**src/rtl/scs_pkg.sv**
```systemverilog
// Shared types and helpers for the sample/convert sequencer.
// Assumes at most a handful of channels; index width is derived by users.
package scs_pkg;

    typedef enum logic [1:0] {
        PH_IDLE  = 2'd0,
        PH_TRACK = 2'd1,
        PH_CONV  = 2'd2
    } scs_phase_t;

endpackage

```
**src/rtl/scs_cfg_hold.sv**
```systemverilog
// Holds the configuration while the block is enabled and derives the
// effective last channel index and simultaneous mode from it.
// Assumes NUM_CH >= 2; code 1x maps to the full channel set.
module scs_cfg_hold #(
    parameter int NUM_CH = 4,
    localparam int IDX_W = $clog2(NUM_CH)
) (
    input  logic             clk,
    input  logic             rst_n,
    input  logic             enable,
    input  logic [1:0]       cfg_width,
    input  logic             cfg_simul,
    input  logic             cfg_hires,
    output logic [IDX_W-1:0] last_idx,
    output logic             simul_eff
);

    logic [1:0] width_q;
    logic       simul_q;
    logic       hires_q;

    // Copy configuration only on edges where the module is disabled.
    always_ff @(posedge clk) begin
        if (!rst_n) begin
            width_q <= 2'b00;
            simul_q <= 1'b0;
            hires_q <= 1'b0;
        end else if (!enable) begin
            width_q <= cfg_width;
            simul_q <= cfg_simul;
            hires_q <= cfg_hires;
        end
    end

    // Decode the held code into the index of the final channel.
    always_comb begin
        if (hires_q || width_q == 2'b00)
            last_idx = '0;
        else if (width_q == 2'b01)
            last_idx = IDX_W'(1);
        else
            last_idx = IDX_W'(NUM_CH - 1);
    end

    // Simultaneous tracking only matters with more than one channel.
    assign simul_eff = simul_q && !hires_q && (last_idx != '0);

    AST_CFG_HELD: assert property (@(posedge clk) disable iff (!rst_n)
        $past(enable) |-> $stable({width_q, simul_q, hires_q}));

endmodule

```
**src/rtl/scs_timer.sv**
```systemverilog
// Counts the tracking window; raises expire in its final cycle.
// Assumes run stays high for the whole window; clears when run is low.
module scs_timer #(
    parameter int SAMPLE_CYCLES = 4,
    localparam int TW = $clog2(SAMPLE_CYCLES + 1)
) (
    input  logic clk,
    input  logic rst_n,
    input  logic run,
    output logic expire
);

    logic [TW-1:0] cnt_q;

    assign expire = run && (cnt_q == TW'(SAMPLE_CYCLES - 1));

    // Advance while running, restart at expiry or when idle.
    always_ff @(posedge clk) begin
        if (!rst_n)
            cnt_q <= '0;
        else if (!run || expire)
            cnt_q <= '0;
        else
            cnt_q <= cnt_q + 1'b1;
    end

endmodule

```
**src/rtl/scs_ctrl.sv**
```systemverilog
// Phase controller: idle, tracking, converting; walks channel index
// upward and emits the completion pulse after the last conversion.
// Assumes configuration inputs are stable while enabled.
module scs_ctrl
    import scs_pkg::*;
#(
    parameter int NUM_CH = 4,
    localparam int IDX_W = $clog2(NUM_CH)
) (
    input  logic             clk,
    input  logic             rst_n,
    input  logic             enable,
    input  logic             start,
    input  logic             conv_done,
    input  logic [IDX_W-1:0] last_idx,
    input  logic             simul_eff,
    input  logic             tmr_expire,
    output scs_phase_t       phase,
    output logic [IDX_W-1:0] cur_idx,
    output logic             seq_done
);

    // Phase, channel index and completion pulse update.
    always_ff @(posedge clk) begin
        if (!rst_n) begin
            phase    <= PH_IDLE;
            cur_idx  <= '0;
            seq_done <= 1'b0;
        end else begin
            seq_done <= 1'b0;
            if (!enable) begin
                phase   <= PH_IDLE;
                cur_idx <= '0;
            end else begin
                unique case (phase)
                    PH_IDLE: begin
                        if (start) begin
                            phase   <= PH_TRACK;
                            cur_idx <= '0;
                        end
                    end
                    PH_TRACK: begin
                        if (tmr_expire)
                            phase <= PH_CONV;
                    end
                    PH_CONV: begin
                        if (conv_done) begin
                            if (cur_idx == last_idx) begin
                                phase    <= PH_IDLE;
                                cur_idx  <= '0;
                                seq_done <= 1'b1;
                            end else begin
                                cur_idx <= cur_idx + 1'b1;
                                phase   <= simul_eff ? PH_CONV : PH_TRACK;
                            end
                        end
                    end
                    default: phase <= PH_IDLE;
                endcase
            end
        end
    end

    AST_DONE_SINGLE: assert property (@(posedge clk) disable iff (!rst_n)
        seq_done |=> !seq_done);
    AST_OFF_IDLE: assert property (@(posedge clk) disable iff (!rst_n)
        !enable |=> (phase == PH_IDLE && !seq_done));
    AST_START_BUSY: assert property (@(posedge clk) disable iff (!rst_n)
        (enable && phase == PH_CONV && !conv_done) |=> phase == PH_CONV);

endmodule

```
**src/rtl/scs_out.sv**
```systemverilog
// Output decode: track enables, conversion request and index from phase.
// Assumes cur_idx never exceeds last_idx while converting.
module scs_out
    import scs_pkg::*;
#(
    parameter int NUM_CH = 4,
    localparam int IDX_W = $clog2(NUM_CH)
) (
    input  logic              clk,
    input  logic              rst_n,
    input  scs_phase_t        phase,
    input  logic [IDX_W-1:0]  cur_idx,
    input  logic [IDX_W-1:0]  last_idx,
    input  logic              simul_eff,
    output logic [NUM_CH-1:0] track_en,
    output logic              conv_req,
    output logic [IDX_W-1:0]  conv_idx
);

    // One track enable per channel: shared window or the current channel.
    for (genvar g = 0; g < NUM_CH; g++) begin : g_track
        assign track_en[g] = (phase == PH_TRACK) &&
                             (simul_eff ? (IDX_W'(g) <= last_idx)
                                        : (IDX_W'(g) == cur_idx));
    end

    // Request and index are valid only while converting.
    assign conv_req = (phase == PH_CONV);
    assign conv_idx = conv_req ? cur_idx : '0;

    AST_SEQ_ONEHOT: assert property (@(posedge clk) disable iff (!rst_n)
        !simul_eff |-> $onehot0(track_en));
    AST_NO_TRACK_IN_CONV: assert property (@(posedge clk) disable iff (!rst_n)
        conv_req |-> (track_en == '0));
    AST_IDX_RANGE: assert property (@(posedge clk) disable iff (!rst_n)
        conv_req |-> (conv_idx <= last_idx));

endmodule

```
**src/rtl/scs_top.sv**
```systemverilog
// Top of the sample/convert sequencer: config hold, window timer,
// phase controller and output decode. Converter is external.
module scs_top #(
    parameter int NUM_CH        = 4,
    parameter int SAMPLE_CYCLES = 4,
    localparam int IDX_W        = $clog2(NUM_CH)
) (
    input  logic              clk,
    input  logic              rst_n,
    input  logic              enable,
    input  logic [1:0]        cfg_width,
    input  logic              cfg_simul,
    input  logic              cfg_hires,
    input  logic              start,
    input  logic              conv_done,
    output logic [NUM_CH-1:0] track_en,
    output logic              conv_req,
    output logic [IDX_W-1:0]  conv_idx,
    output logic              seq_done
);
    import scs_pkg::*;

    logic [IDX_W-1:0] last_idx;
    logic             simul_eff;
    logic             tmr_expire;
    scs_phase_t       phase;
    logic [IDX_W-1:0] cur_idx;

    scs_cfg_hold #(.NUM_CH(NUM_CH)) u_cfg (
        .clk(clk), .rst_n(rst_n), .enable(enable),
        .cfg_width(cfg_width), .cfg_simul(cfg_simul), .cfg_hires(cfg_hires),
        .last_idx(last_idx), .simul_eff(simul_eff)
    );

    scs_timer #(.SAMPLE_CYCLES(SAMPLE_CYCLES)) u_tmr (
        .clk(clk), .rst_n(rst_n), .run(phase == PH_TRACK), .expire(tmr_expire)
    );

    scs_ctrl #(.NUM_CH(NUM_CH)) u_ctrl (
        .clk(clk), .rst_n(rst_n), .enable(enable), .start(start),
        .conv_done(conv_done), .last_idx(last_idx), .simul_eff(simul_eff),
        .tmr_expire(tmr_expire), .phase(phase), .cur_idx(cur_idx),
        .seq_done(seq_done)
    );

    scs_out #(.NUM_CH(NUM_CH)) u_out (
        .clk(clk), .rst_n(rst_n), .phase(phase), .cur_idx(cur_idx),
        .last_idx(last_idx), .simul_eff(simul_eff),
        .track_en(track_en), .conv_req(conv_req), .conv_idx(conv_idx)
    );

    AST_DONE_AFTER_STROBE: assert property (@(posedge clk) disable iff (!rst_n)
        seq_done |-> $past(conv_req && conv_done));

endmodule

```
**config.mk**
```make
export PLATFORM = sky130hd
export DESIGN_NAME = scs_top
export DESIGN_NICKNAME = d
export VERILOG_FILES = /design/src/rtl/scs_pkg.sv /design/src/rtl/scs_cfg_hold.sv /design/src/rtl/scs_timer.sv /design/src/rtl/scs_ctrl.sv /design/src/rtl/scs_out.sv /design/src/rtl/scs_top.sv
export SDC_FILE = /design/constraint.sdc
export NUM_CORES = 1
export LEC_CHECK = 0
export CAP_MARGIN = 20
export CORE_UTILIZATION = 45
export CTS_BUF_LIST = sky130_fd_sc_hd__clkbuf_8
export DETAILED_ROUTE_END_ITERATION = 8
export PLACE_DENSITY = 0.76
export SLEW_MARGIN = 5
export SYNTH_ARGS = -nofsm -noshare
export SYNTH_HDL_FRONTEND = slang
export SYNTH_HIERARCHICAL = 1
export SYNTH_SLANG_ARGS = --single-unit
```
**constraint.sdc**
```tcl
create_clock -name clk -period 1.5 [get_ports clk]
set_input_delay 0.375 -clock clk [delete_from_list [all_inputs] [get_ports clk]]
set_output_delay 0.375 -clock clk [all_outputs]
set_load 0.05 [all_outputs]
```
# After elaboration in Yosys (flattened, before gate mapping)
# Cells that the tools add are included.
# totals
mem_bits_rw	0
n_memories	0
latchBits	0
word_cells	64
out_inout_bits	8
romBits	0
regBits	12
input_bits	9
# op_classes
n_addsub	2
div_mod_pow	0
shifts	0
n_eq_ne	11
n_reduce_logical	21
multipliers	0
n_lt_le_gt_ge	4
bitwise	1
n_mux	18
# ops
cell	n
two-way mux 2 bit	11
logical AND 1 bit	7
zero test 2 bit	3
!= test 2 bit, second input constant	3
case mux 2 bit (3 select lines)	1
AND reduction 3 bit	2
two-way mux 1 bit	5
equality test 2 x 1 -> 1 bit, second input constant	2
equality test 2 bit, first input constant	2
<= comparator 1 x 2 -> 1 bit, first input constant	2
<= comparator 2 bit, first input constant	2
case mux 2 bit (2 select lines)	1
AND reduction 4 bit	1
nonzero test 2 bit	2
adder 3 x 1 -> 3 bit, second input constant	1
equality test 3 x 2 -> 1 bit, second input constant	1
adder 2 x 1 -> 2 bit, second input constant	1
equality test 1 x 2 -> 1 bit, first input constant	1
equality test 2 bit	1
equality test 2 bit, second input constant	1
zero test 1 bit	2
logical OR 1 bit	2
AND reduction 2 bit	1
OR reduction 2 bit	1
inverter 1 bit	1

# Longest topological paths before layout
# Gate-level depths: netlist of the first run.
# logic_depth
ltp_word	9
mapped_depth	6
ltp_nobuf	6

# Cells and area by module
# The synthesis of the first run kept the hierarchy.
# by_module_without_submodules
mod	area_each_um2	cells_each	seq_area_each_um2	instances
scs_ctrl	309.0	34	100.1	1
scs_cfg_hold	177.7	17	80.1	1
scs_timer	132.6	10	60.1	1
scs_out	95.1	15	0.0	1
scs_top	13.8	1	0.0	1

# Least setup slack after synthesis of the first run
# OpenSTA, ideal clock, no wires.
# synth_timing
path_type	register to output
from	reg u_cfg.width_q[1]
to	out track_en[1]
path_slack_ps	-702
t_required_ps	1125
stages_incl_launch_ff	5
t_arrival_ps	1827
cell_sequence	dfxtp_1 > nor2_1 > nor3b_1 > o21ai_0 > a21oi_1
# synth_via
elab_chain_cells	7
elab_cells_between_ends	10
classes_between	order compare: 1; eq/ne: 1; mux: 3; reduce/logical: 5
# synth_lines
item	line	source
start: declaration	scs_cfg_hold.sv:18	logic [1:0] width_q;
start signal: assignment	scs_cfg_hold.sv:29	width_q <= cfg_width;
equality test 2 x 1 -> 1 bit / zero test 2 bit (equally long branches)	scs_cfg_hold.sv:39, scs_cfg_hold.sv:37	
two-way mux 2 bit / logical OR 1 bit (equally long branches)	scs_cfg_hold.sv:39, scs_cfg_hold.sv:37	
two-way mux 2 bit *	scs_cfg_hold.sv:37	if (hires_q || width_q == 2'b00)
nonzero test 2 bit *	scs_cfg_hold.sv:46	assign simul_eff = simul_q && !hires_q && (last_idx != '0);
logical AND 1 bit *	scs_cfg_hold.sv:46	
named net simul_eff	scs_top.sv:24	logic simul_eff;
two-way mux 1 bit *	scs_out.sv:23	(simul_eff ? (IDX_W'(g) <= last_idx)
logical AND 1 bit *	scs_out.sv:22	assign track_en[g] = (phase == PH_TRACK) &&
end: declaration	scs_top.sv:16	output logic [NUM_CH-1:0] track_en,
# The timed path passes the listed nets; every way through them passes the cells marked *.

# Final worst setup path of the first run
# layout_timing
from	reg u_cfg.width_q[0]
to	out track_en[1]
# Same word-level chain as after synthesis.

==> flow_summary.json, run 1 <==
{
  "start_kind": "flop",
  "first_pass_iters": 4,
  "portBuffers": 16,
  "area_delta_synth_final_pct": 63.7,
  "avgSynthCellArea_um2": 9.46,
  "ff2ff_path_depth": 5,
  "cts_sinks": 12,
  "hold_depth": 2,
  "root_buffer": "clkbuf_8",
  "ant_nets": 0,
  "crit_arrival_ns": 1.49,
  "wire_per_inst_um": 13.5,
  "synth-edff-count": 0,
  "grt_pass1_wl_um": 2840,
  "drtIter0Drc": 24,
  "wl_um": 1650,
  "layout_setup_ws_ns": -0.365,
  "clock_latency_ns": 0.24,
  "leakage_nw": 0.463,
  "whs_ns": 0.546,
  "hold_buffers": 0,
  "cts_tree": "built",
  "nets": 119,
  "path_clk_slew_ns": 0.05,
  "synth_flop_cell": "dfxtp_1",
  "finalClockSkew_ns": 0.00184,
  "rows": 14,
  "dieWidth_um": 42.2,
  "finalCritPeriodShare_pct": 124,
  "min_from": "u_cfg/simul_q$_SDFFE_PN0N_",
  "die_h_um": 42.2,
  "synth_cell_types": 32,
  "cp-startpoint": "u_cfg/width_q[0]$_SDFFE_PN0N_",
  "slew_violations": 0,
  "r2r-start": "u_cfg/width_q[1]$_SDFFE_PN0N_",
  "globalRoute.busiestLayer": "met2",
  "antenna_cells": 0,
  "async_flop_share_pct": 0,
  "nFillCells": 96,
  "ys_seq_area_share_pct": 33.0,
  "netlist_instances": 77,
  "place_congestion": 0.790,
  "drive_gt1_share_pct": 45.3,
  "place_worst_setup_slack_ns": -0.127,
  "grt_pass1_vias": 660,
  "setup_viol": 7,
  "cts_buffers": 3,
  "max_freq_ghz": 0.536,
  "worstMarginPinSlew_ns": 0.426,
  "mostFrequentLayoutCells": "buf_4 (11), clkdlybuf4s50_1 (8), buf_12 (8), nor2b_1 (8), dfxtp_1 (7)",
  "via_per_inst": 5.59,
  "rsz0062_at_grt": "yes",
  "hold_viol": 0,
  "core_area_mm2": 0.00151,
  "synth_nets": 88,
  "drt_drc_violations_left": 0,
  "ioPinCount": 17,
  "power.density_mw_per_mm2": 680,
  "grt_use_met1_pct": 24.0,
  "final_common_cell": "buf_4",
  "use_met2_pct": 38.5,
  "crit_path_end_kind": "output pin",
  "fp.dieArea_mm2": 0.00178,
  "layout.cells.non_filler": 122,
  "hpwl_um": 1270,
  "vias": 682,
  "peakVddDrop_mv": 0.669,
  "hp-class": "reg -> reg",
  "initial_core_util_pct": 48.3,
  "worstPathMaxFanout": 8,
  "gr-total-overflow": 0,
  "cts-htree-levels": 1,
  "dp_cells": 118,
  "antenna_found_initial": 0,
  "slew_headroom_pct": 71.6,
  "synth_area_um2": 728,
  "maxCapViolCount": 0,
  "violations": "negative setup slack",
  "grt_max_degree": 10,
  "required_ns": 1.12,
  "outcome": "finished, violations left",
  "ys_ff_latch": 12,
  "yosys_warnings": 6,
  "track_usage_pct": 20.5,
  "layout_min_cycle_time_ns": 1.87,
  "cts_max_path_buffers": 2,
  "critPathKind": "reg -> out",
  "grt.met3_usage_pct": 3.88
}
## cell type report
cell class,count,area [um2],area share (%)
clock buffers,3,41.3,3.46
multi-input cells,59,543,45.5
repair buffers,27,323,27.1
flip-flops and latches,12,246,20.7
well taps,16,20.0,1.68
inverters,5,18.8,1.57
## per-layer routing
metal	part of all wire, %	vias up
met3	3.6	0
met1	44	316
li1	-	341
met4	0	0
met2	52	25
met5	0	-
## what timing repair did
| item | CTS | global route |
|---|---|---|
| buffers inserted | 0 | 1 |
| resized for setup | 2 | 3 |
| hold endpoints to repair | 0 | 0 |
| cloned | 0 | 0 |
| setup endpoints to repair | 8 | 7 |
| pin swaps | 1 | 1 |
## final timing paths
check                                 endpoint  slack (ns)
setup / recovery                   track_en[1]       -0.37
hold / removal      u_cfg/simul_q$_SDFFE_PN0N_        0.55
setup reg to reg  u_ctrl/phase[0]$_SDFFE_PN0P_       -0.11
hold reg to reg     u_cfg/simul_q$_SDFFE_PN0N_        0.55
## cell families after synthesis
group	count (synthesis)	share of synthesized area [%]
DFF	12	33.0
and+or+nand+nor	32	30.8
xor gates and xnor gates	2	2.41
buffers and inverters	6	4.12
AOI/OAI and AO/OA	17	17.9
adders and majority gates	2	3.44
muxes	6	8.42
## registers in the layout, indices dropped and copies added, names as in the netlist
signal,flops
u_cfg/width_q,2
u_tmr/cnt_q,3
u_cfg/simul_q,1
u_ctrl/seq_done,1
u_ctrl/cur_idx,2
u_cfg/hires_q,1
u_ctrl/phase,2
## where the power goes
part	leakage (nW)	internal [mW]	total [mW]	switching, mW
clock	0.0216	0.177	0.290	0.114
sequential	0.0997	0.333	0.346	0.0130
combinational	0.342	0.0907	0.174	0.0837
## worst max-delay path, cell delays in order (launching register included)
cell and delay, ns:
dfxtp_2 0.33, nor2_4 0.13, nor3b_4 0.08, or3b_4 0.39, a21oi_4 0.17, buf_12 0.15
## synth_stat cells (all sizes together), types with 3 or more instances
master,instances,area share [%]
nand2,3,1.5
nor2,3,1.5
dfxtp,12,33
o2111ai,3,3.6
nor2b,10,9.6
mux2i,5,6.9
inv,5,2.6
a21oi,3,2.1
and2,3,3.1
## metrics by stage
step,utilization (%),instance area [um2],total power [mW],TNS [ns]
detailed placement,74.9,1130,0.517,-0.566
global route,79.2,1190,0.843,-2.27
CTS,77.8,1170,0.808,-1.35
global placement,74.9,1130,0.513,-0.327
finish,79.2,1190,0.810,-1.67
floorplan,-,805,0.444,-0.380
(Power assumes the default switching activity.)
==> inputs of run 2 (changes only) <==
--- a/config.mk
+++ b/config.mk
@@ -6,9 +6,11 @@
 export NUM_CORES = 1
 export LEC_CHECK = 0
 export CAP_MARGIN = 20
+export CORE_MARGIN = 3
 export CORE_UTILIZATION = 45
 export CTS_BUF_LIST = sky130_fd_sc_hd__clkbuf_8
 export DETAILED_ROUTE_END_ITERATION = 8
+export HOLD_SLACK_MARGIN = 0.02
 export PLACE_DENSITY = 0.76
 export SLEW_MARGIN = 5
 export SYNTH_ARGS = -nofsm -noshare
==> run 2 against run 1 <==
  * The flow still finishes with violations (negative setup slack)
  * Critical path depth unchanged
  * Flip-flop and latch count unchanged
  * Combinational power up 3%
==> flow_summary.json, run 2 (synthesis results as in run 1) <==
{
  "slew_headroom_pct": 68.9,
  "mostFrequentLayoutCells": "buf_4 (11), dfxtp_1 (9), clkdlybuf4s50_1 (8), buf_12 (8), nor2b_1 (8)",
  "track_usage_pct": 19.6,
  "layout_setup_ws_ns": -0.372,
  "worstPathMaxFanout": 8,
  "power.density_mw_per_mm2": 724,
  "setup_viol": 7,
  "hp-class": "reg -> reg",
  "fp.dieArea_mm2": 0.00214,
  "hold_viol": 0,
  "max_freq_ghz": 0.534,
  "p_sw_share_pct": 25.3,
  "cts-htree-levels": 1,
  "wire_per_inst_um": 15.5,
  "pwr-share-clk_pct": 40.1,
  "drtIter0Drc": 24,
  "nets": 119,
  "antenna_cells": 0,
  "critPathKind": "reg -> out",
  "die_h_um": 46.2,
  "area_delta_synth_final_pct": 65.5,
  "worstMarginPinSlew_ns": 0.466,
  "p_total_mw": 0.872,
  "place_congestion": 0.866,
  "nFillCells": 80,
  "cts_buffers": 3,
  "ant_nets": 0,
  "crit_arrival_ns": 1.50,
  "outcome": "finished, violations left",
  "seqPwrFrac_pct": 39.3,
  "first_pass_iters": 4,
  "violations": "negative setup slack",
  "finalCritPeriodShare_pct": 125,
  "slew_violations": 0,
  "grt_pass1_vias": 693,
  "regMostFlops": "u_tmr/cnt_q",
  "post_dp_cell_area_mm2": 0.00113,
  "leakage_nw": 0.471,
  "antenna_found_initial": 0,
  "hpwl_um": 1430,
  "p_comb_share_pct": 20.6,
  "initial_core_util_pct": 52.1,
  "core_area_mm2": 0.00140,
  "p_int_mw": 0.652,
  "ioPinCount": 17,
  "wl_um": 1890,
  "cts_tree": "built",
  "required_ns": 1.12,
  "root_buffer": "clkbuf_8",
  "hold_buffers": 0,
  "clock_latency_ns": 0.24,
  "fin_area_mm2": 0.00120,
  "drt_drc_violations_left": 0,
  "start_kind": "flop",
  "crit_path_end_kind": "output pin",
  "finalClockSkew_ns": 0.00357,
  "peakVddDrop_mv": 0.728,
  "cts_max_path_buffers": 2,
  "final_common_cell": "buf_4",
  "layout_min_cycle_time_ns": 1.87,
  "largest_register_ffs": 3,
  "drive_gt1_share_pct": 44.9,
  "grt_max_degree": 10,
  "via_per_inst": 5.59,
  "portBuffers": 16,
  "cts_sinks": 12,
  "gr-total-overflow": 0,
  "vias": 682,
  "dieWidth_um": 46.2,
  "grt_pass1_wl_um": 2990,
  "power.switching_mw": 0.221,
  "rows": 13,
  "postCtsSetupRepairBufs": 0,
  "whs_ns": 0.531,
  "path_clk_slew_ns": 0.05,
  "rsz0062_at_grt": "yes",
  "maxCapViolCount": 0,
  "final_util_pct": 86.1
}
run 2: cell types whose count changed in the layout (fill, tap and decap cells not counted), sizes merged:
cell,before,now
clkbuf,3,4
run 2: critical path: stages, from the launching register on:
cell     delay, ns
dfxtp_4       0.35
nor2_4        0.11
nor3b_4       0.08
or3b_4        0.41
a21oi_4       0.15
buf_12        0.15
run 2: layout make-up:
| cell class | count | area (um2) | area share (%) |
|---|---|---|---|
| Multi-Input combinational cell | 59 | 543 | 45.1 |
| Timing Repair Buffer | 27 | 323 | 26.8 |
| Sequential cell | 12 | 246 | 20.5 |
| Clock buffer | 4 | 55.1 | 4.57 |
| Inverter | 5 | 18.8 | 1.56 |
| Tap cell | 15 | 18.8 | 1.56 |
run 2: what timing repair did:
item	4_1_cts	5_1_grt
resized for setup	4	1
pin swaps	1	0
setup endpoints to repair	7	8
run 2: final timing paths:
kind / start / cells after the start / to / slack [ns]
setup reg to reg: u_cfg/width_q[1]$_SDFFE_PN0N_ / 5 / u_ctrl/phase[0]$_SDFFE_PN0P_ / -0.15
hold / removal: u_cfg/simul_q$_SDFFE_PN0N_ / 2 / u_cfg/simul_q$_SDFFE_PN0N_ / 0.53
setup / recovery: u_cfg/width_q[1]$_SDFFE_PN0N_ / 5 / track_en[2] / -0.37
hold reg to reg: u_cfg/simul_q$_SDFFE_PN0N_ / 2 / u_cfg/simul_q$_SDFFE_PN0N_ / 0.53
run 2: per-stage QoR:
stage               std cells  setup TNS (ns)  setup slack (ns)
floorplan                  77          -0.380            -0.120
global placement          118          -0.410           -0.0894
detailed placement        118          -0.722            -0.149
CTS                       122           -1.90            -0.384
global route              122           -2.61            -0.431
finish                    122           -1.81            -0.372
run 2: power groups by stage:
stage | Combinational (mW) | Clock (mW) | Sequential, mW
after floorplan | 0.0913 | 0 | 0.352
after detailed placement | 0.173 | 0 | 0.350
after CTS | 0.178 | 0.353 | 0.343
after global placement | 0.168 | 0 | 0.349
final | 0.180 | 0.350 | 0.342
after global routing | 0.191 | 0.364 | 0.344
run 2: layer usage:
metal  part of all wire, %  track usage (%)  up-vias  routed length (um)
met4                  0.21             6.82        0                   4
met2                    49             33.0       24                 933
li1                      -                -      343                   -
met5                     0                0        -                   0
met3                   4.9             5.08        2                  93
met1                    45             23.9      313                 856
